## config.mk

```make
export PLATFORM = sky130hd
export DESIGN_NAME = serial_audio_rx
export DESIGN_NICKNAME = d
export VERILOG_FILES = /design/src/rtl/serial_audio_rx.sv
export SDC_FILE = /design/constraint.sdc
export NUM_CORES = 1
export LEC_CHECK = 0
export ABC_AREA = 1
export BUFFER_PORTS_ARGS = -buffer_cell sky130_fd_sc_hd__buf_2
export CORE_MARGIN = 5
export CORE_UTILIZATION = 30
export CTS_CLUSTER_DIAMETER = 200
export CTS_CLUSTER_SIZE = 10
export DETAILED_ROUTE_END_ITERATION = 16
export PLACE_DENSITY = 0.51
export SETUP_SLACK_MARGIN = 0.2
export SYNTH_ARGS = -nofsm -noshare
export SYNTH_HDL_FRONTEND = slang
export SYNTH_SLANG_ARGS = --single-unit
```

## constraint.sdc

```tcl
create_clock -name bclk -period 2 [get_ports bclk]
set_input_delay 0.6 -clock bclk [delete_from_list [all_inputs] [get_ports bclk]]
set_output_delay 0.6 -clock bclk [all_outputs]
set_load 0.01 [all_outputs]
```

## src/rtl/serial_audio_rx.sv

```systemverilog
module serial_audio_rx #(
  parameter int WMAX = 18,
  parameter int WMIN = 16
) (
  input  logic            bclk,
  input  logic            rst_n,
  input  logic            wclk,
  input  logic            sdata,
  input  logic            fmt_lsbj,
  input  logic            len18,
  output logic [WMAX-1:0] left_out,
  output logic [WMAX-1:0] right_out,
  output logic            frame_valid
);
  localparam int CW = $clog2(WMAX + 2);
  localparam logic [CW-1:0] SLOT_SAT = CW'(WMAX + 1);

  logic            wclk_q, armed, started, left_ok;
  logic [CW-1:0]   slot_q, slot_now, word_len;
  logic [WMAX-1:0] sh, left_hold, word_ext;
  logic            wc_edge, take_bit;

  assign wc_edge  = armed && (wclk != wclk_q);
  assign slot_now = wc_edge ? '0 : ((slot_q == SLOT_SAT) ? slot_q : slot_q + 1'b1);
  assign word_len = len18 ? CW'(WMAX) : CW'(WMIN);
  assign take_bit = fmt_lsbj || ((slot_now != '0) && (slot_now <= word_len));
  assign word_ext = len18 ? sh : {{(WMAX-WMIN){sh[WMIN-1]}}, sh[WMIN-1:0]};

  always_ff @(posedge bclk or negedge rst_n) begin
    if (!rst_n) begin
      wclk_q      <= 1'b0;
      armed       <= 1'b0;
      started     <= 1'b0;
      left_ok     <= 1'b0;
      slot_q      <= '0;
      sh          <= '0;
      left_hold   <= '0;
      left_out    <= '0;
      right_out   <= '0;
      frame_valid <= 1'b0;
    end else begin
      wclk_q      <= wclk;
      armed       <= 1'b1;
      slot_q      <= slot_now;
      frame_valid <= 1'b0;
      if (take_bit) sh <= {sh[WMAX-2:0], sdata};
      if (wc_edge) begin
        started <= 1'b1;
        if (!wclk_q) begin
          left_hold <= word_ext;
          left_ok   <= started;
        end else if (left_ok) begin
          left_out    <= left_hold;
          right_out   <= word_ext;
          frame_valid <= 1'b1;
        end
      end
    end
  end


  valid_single_chk: assert property (@(posedge bclk) disable iff (!rst_n)
    frame_valid |=> !frame_valid);


  hold_outputs_chk: assert property (@(posedge bclk) disable iff (!rst_n)
    !frame_valid |-> ($stable(left_out) && $stable(right_out)));


  valid_after_left_start_chk: assert property (@(posedge bclk) disable iff (!rst_n)
    frame_valid |-> !$past(wclk));


  sign_ext_chk: assert property (@(posedge bclk) disable iff (!rst_n)
    (frame_valid && !len18) |->
      (left_out[WMAX-1:WMIN] == {(WMAX-WMIN){left_out[WMIN-1]}}) &&
      (right_out[WMAX-1:WMIN] == {(WMAX-WMIN){right_out[WMIN-1]}}));
endmodule

```

---- Yosys cells after proc, flatten, opt, wreduce, memory -nomap -nowiden ----
Index checks and enable logic that the tools add are counted.
word-level totals
  flip-flop bits (word level) ............. 82
  input port bits ......................... 6
  word-level logic and storage cells ...... 28
  output and inout port bits .............. 37
operators by class
  reduce and logical (&&, ||, !) cells .... 6
  order comparisons ....................... 1
  add/subtract/negate cells ............... 1
  mux-type cells .......................... 7
  bitwise gates (word level) .............. 1
  eq/ne operators ......................... 2
operator list
  kind                   number
  $mux W18               1
  $mux W5                2
  $add A5 B1 Y5 const B  1
  $eq A5 B5 Y1 const B   1
  $le A5 B5 Y1           1
  $reduce_bool A5 Y1     1
  $mux W1                3
  $reduce_and A3 Y1      1
  $logic_and A1 B1 Y1    2
  $mux W2                1
  $reduce_and A2 Y1      1
  $logic_or A1 B1 Y1     1
  $ne A1 B1 Y1           1
  $not A1 Y1             1

---- Logic depth before layout (Yosys ltp) ----
  depth in word-level cells ............... 6
  gate-level depth with buffers ........... 14
  depth with buffers taken out ............ 13

---- Worst setup path after synthesis ----
No wires, ideal clock.
  path kind ............................... reg-to-reg
  start point ............................. reg slot_q[0]
  end point ............................... reg sh[10]
  cell stages (with the launch flop) ...... 15
  data arrival time ....................... 1.896 ns
  slack ................................... -0.014 ns
  data required time ...................... 1.883 ns
  period minus slack after synthesis ...... 2.014 ns
  path through ............................ dfrtp_1 > ha_1 > inv_2 > nor2_2 > nand2_1 > nand2_1 > nand3_2 > ha_1 > nand2_1 > nand2_1 > nand2_2 > nand3_4 > buf_6 > nand2_1 > nand2_1
on the way
  longest elaborated chain between the ends .. 6
  elaborated cells between the ends (all ways) .. 8
  classes of those cells .................. add/sub (1); order compare (1); eq/ne (1); mux (2); reduce/logical (3)
ends and longest elaborated chain
  element                                                    line  text
  from (decl)                                                19    logic [CW-1:0] slot_q, slot_now, word_len;
  from (signal assigned)                                     44    slot_q <= slot_now;
  $add A5 B1 Y5 / $eq A5 B5 Y1 (equally long branches)       24    assign slot_now = wc_edge ? '0 : ((slot_q == SLOT_SAT) ? slot_q : slot_q + 1'b1);
  $mux W5 (*) (2 in a row)                                   24
  $le A5 B5 Y1 / $reduce_bool A5 Y1 (equally long branches)  26    assign take_bit = fmt_lsbj || ((slot_now != '0) && (slot_now <= word_len));
  $logic_and A1 B1 Y1 (*)                                    26
  $logic_or A1 B1 Y1 (*)                                     26
  to (signal assigned)                                       46    if (take_bit) sh <= {sh[WMAX-2:0], sdata};
  to (decl)                                                  20    logic [WMAX-1:0] sh, left_hold, word_ext;
Every way passes the cells marked *; elsewhere a longest branch is shown, timed or not.
A chain may end at the register's enable or synchronous reset.

---- Worst setup path after layout ----
  start point ............................. reg slot_q[1]
  end point ............................... reg sh[11]
Same word-level chain as after synthesis.

==> qor.csv <==
stage,metric,value,unit
status,status,"complete, no violations",
global_routing,GRT overflow,0,
synth,most area-consuming cells after synthesis,"dfrtp_1 63%, nand2_1 16%, o21ai_0 5.6%",
die,total core area,10790,µm²
sta,clock skew,9.436,ps
worst_setup_path,CP Max Fanout,7,
worst_setup_path,Crit path required time,2240,ps
die,Chip Height,114.6,µm
worst_setup_path,Critical Path AT,2110,ps
final_layout,Inserted Diodes,0,
clock_tree,register clock-pin slew on the reported worst setup and hold paths,80,ps
die,Starting Density,30.42,%
placement,Placed Instances,535,
die,I/O Pins,43,
clock_tree,CTS Root Cell,clkbuf_8,
final_layout,Layout Nets,424,
placement,port bufs,42,
detailed_routing,DRC errors left,0,
worst_setup_path,crit path from,slot_q[1]$_DFF_PN0_,
clock_tree,CTS tree,yes,
synth,mapped cell area,3283,µm²
die,FP Rows,38,
synth,Mapped Nets,361,
sta,Final setup viols,0,
clock_tree,Worst-Skew Late Latency,350,ps
worst_setup_path,Worst Setup End Kind,flip-flop,
sta,f_max,536.7,MHz
pwr,Leak Pwr,2.189,nW
pwr,Power Dens Cells,1402,nW/µm²
sta,Fin. Hold Viols,0,
detailed_routing,routed vias,2496,
final_layout,Final Instance Count excl. Fillers,561,
sta,RSZ-0062 raised after global routing,true,
synth,Ys Warns,0,
worst_setup_path,R2R Path Start,slot_q[1]$_DFF_PN0_,
synth,synth unique cells,22,
clock_tree,total CTS buffers,9,
placement,placed wire-length estimate,4955,µm
final_layout,Multi-input gate area,1165,µm²
run,max-capacitance violation count,0,
synth,cell taking the most area after synthesis,dfrtp_1,
global_routing,initial antenna violation count,0,
die,die width,114.6,µm
sta,Final Max Tran Viols,0,
placement,placed cell area,3749,µm²
final_layout,register area,2053,µm²
worst_setup_path,crit path launch type,flip-flop,
detailed_routing,DRT Wirelength,7400,µm
synth,part of the Yosys area used for sequential elements,62.50,%
clock_tree,cts hold-fix bufs,0,
synth,share of the synthesized area in the top cell type,62.50,%
detailed_routing,wire per inst,13.19,µm
synth,Synth Instances,353,
sta,Period minus WS final,1863,ps
placement,GP Congestion,0.7645,
clock_tree,htree depth,3,
global_routing,pin count of the biggest net entering global routing,40,
final_layout,post-route design area,4144,µm²
detailed_routing,DR iter-0 viols,144,
die,total die area,13140,µm²
detailed_routing,"antenna viol nets, final",0,
detailed_routing,vias per inst,4.449,
final_layout,fin util,38.40,%
final_layout,Layout Area Growth over Synthesis,26.22,%
clock_tree,clk sinks,82,
worst_setup_path,WS Path Type,reg2reg,
clock_tree,clk buf depth,2,
min_path,min-delay worst type,in2async,
final_layout,layout cells sized above 1,24.94,%
detailed_routing,drt first pass iters,4,
final_layout,fillers,1104,
global_routing,total track usage,12.04,%
sta,Final period util,93.17,%
global_routing,number of global-route vias before repair,2465,
synth,synthesized flop and latch total,82,
global_routing,first-pass GRT wire length,12330,µm
synth,syn_area_per_cell,9.301,µm²
pwr,Peak VDD IR,0.0003592,V
==> path summary, 6_finish.rpt <==
kind	endpoint	slack [ps]	cells after the start
max in group asynchronous	left_hold[1]$_DFFE_PN0P_	1240	2
max reg2reg	sh[11]$_DFFE_PN0P_	140	13
min reg2reg	started$_DFFE_PN0P_	450	2
min	slot_q[0]$_DFF_PN0_	190	1
min in group bclk	wclk_q$_DFF_PN0_	390	1
max	sh[11]$_DFFE_PN0P_	140	13
==> layout make-up <==
| cell class | count | share of cell area (%) |
|---|---|---|
| Clock buffer | 12 | 3.744 |
| Sequential cell | 82 | 49.55 |
| Inverter | 36 | 3.261 |
| Timing Repair Buffer | 63 | 9.903 |
| Multi-Input combinational cell | 224 | 28.11 |
| Clock inverter | 4 | 1.208 |
| Tap cell | 140 | 4.227 |
==> critical path, stage by stage, from the launching register on <==
cell and delay [ps]:
dfrtp_1 400, ha_4 150, inv_2 40, nor2_4 130
nand2_2 80, nand2_2 90, nand3_4 80, ha_4 280
nand2_4 50, nand2_4 70, nand2_8 90, buf_6 150
nand4_1 80, nand2_1 60
==> cell usage after synthesis <==
| master | instances |
|---|---|
| dfrtp_1 | 82 |
| nand3b_1 | 1 |
| clkbuf_1 | 9 |
| nand4_1 | 20 |
| nand3_4 | 1 |
| nand2_1 | 136 |
| nor2_2 | 1 |
| nand3_2 | 4 |
| a31oi_1 | 2 |
| o21ai_0 | 37 |
| buf_6 | 1 |
| or2_2 | 1 |
| nor2_1 | 4 |
| conb_1 | 1 |
| inv_2 | 3 |
| nand3_1 | 6 |
| nand2_2 | 3 |
| ha_1 | 2 |
| inv_1 | 33 |
| xor2_1 | 1 |
| buf_2 | 4 |
| o21bai_4 | 1 |
==> sequential cells by signal (all words and copies together), names as in the netlist <==
register and cells:
sh 18, started 1, left_hold 18, left_ok 1, right_out 18, wclk_q 1
armed 1, left_out 18, slot_q 5, frame_valid 1
==> per-stage QoR <==
step                setup TNS (ps)  hold slack, ps  setup slack (ps)  power (W)
floorplan                        0           304.4             70.27   0.003686
global placement                 0           432.8             7.985   0.004366
detailed placement          -294.4           435.0            -35.70   0.004410
CTS                              0           192.6             184.7   0.005855
global route                     0           205.4             15.03   0.006264
finish                           0           187.6             136.7   0.005812
==> repair_timing <==
| item | CTS | global route |
|---|---|---|
| gates resized for setup | 17 | 3 |
| buffers inserted | 5 | 1 |
| pin swaps | 13 | 14 |
| endpoints found under the setup margin | 18 | 18 |
| cloned | 4 | 0 |
| hold endpoints to repair | 0 | 0 |
==> report_power, final <==
group,internal [W],total (W),switching (W),leakage (nW)
clock network,0.000644,0.00122,0.000580,0.0986
registers,0.00231,0.00272,0.000408,1.05
logic,0.000780,0.00187,0.00109,1.04
==> cells in the final DEF, fill, tap and decap left out, types with 2 or more instances in the layout <==
| master | synthesis | final |
|---|---|---|
| nand2_1 | 136 | 132 |
| dfrtp_1 | 82 | 81 |
| buf_2 | 4 | 41 |
| o21ai_0 | 37 | 37 |
| inv_1 | 33 | 33 |
| nand4_1 | 20 | 20 |
| buf_4 | 0 | 16 |
| clkbuf_8 | 0 | 11 |
| nand3_1 | 6 | 5 |
| nand3_4 | 1 | 5 |
| nand3_2 | 4 | 4 |
| nand2_2 | 3 | 4 |
| buf_6 | 1 | 4 |
| inv_2 | 3 | 3 |
| nor2_2 | 1 | 2 |
| nand2_4 | 0 | 2 |
| nor2_1 | 4 | 2 |
| a31oi_1 | 2 | 2 |
| ha_4 | 0 | 2 |
| clkinvlp_4 | 0 | 2 |
| buf_12 | 0 | 2 |
==> metal layers <==
layer  share of wire, %  track usage [%]
met1                 48            16.06
met2                 46            18.47
met3                4.0            2.326
met4                2.4            6.413
met5                  0                0
==> cells by family after synthesis <==
group                      count (synthesis)  synth area share, %
AOI/OAI and AO/OA                         40                6.593
buffers and inverters                     50                6.098
and+or+nand+nor                          177                23.67
adders and majority gates                  2               0.7621
xor gates and xnor gates                   1               0.2668
DFF                                       82                62.50
other                                      1               0.1142
No activity file was read; power rests on OpenSTA's default activity.
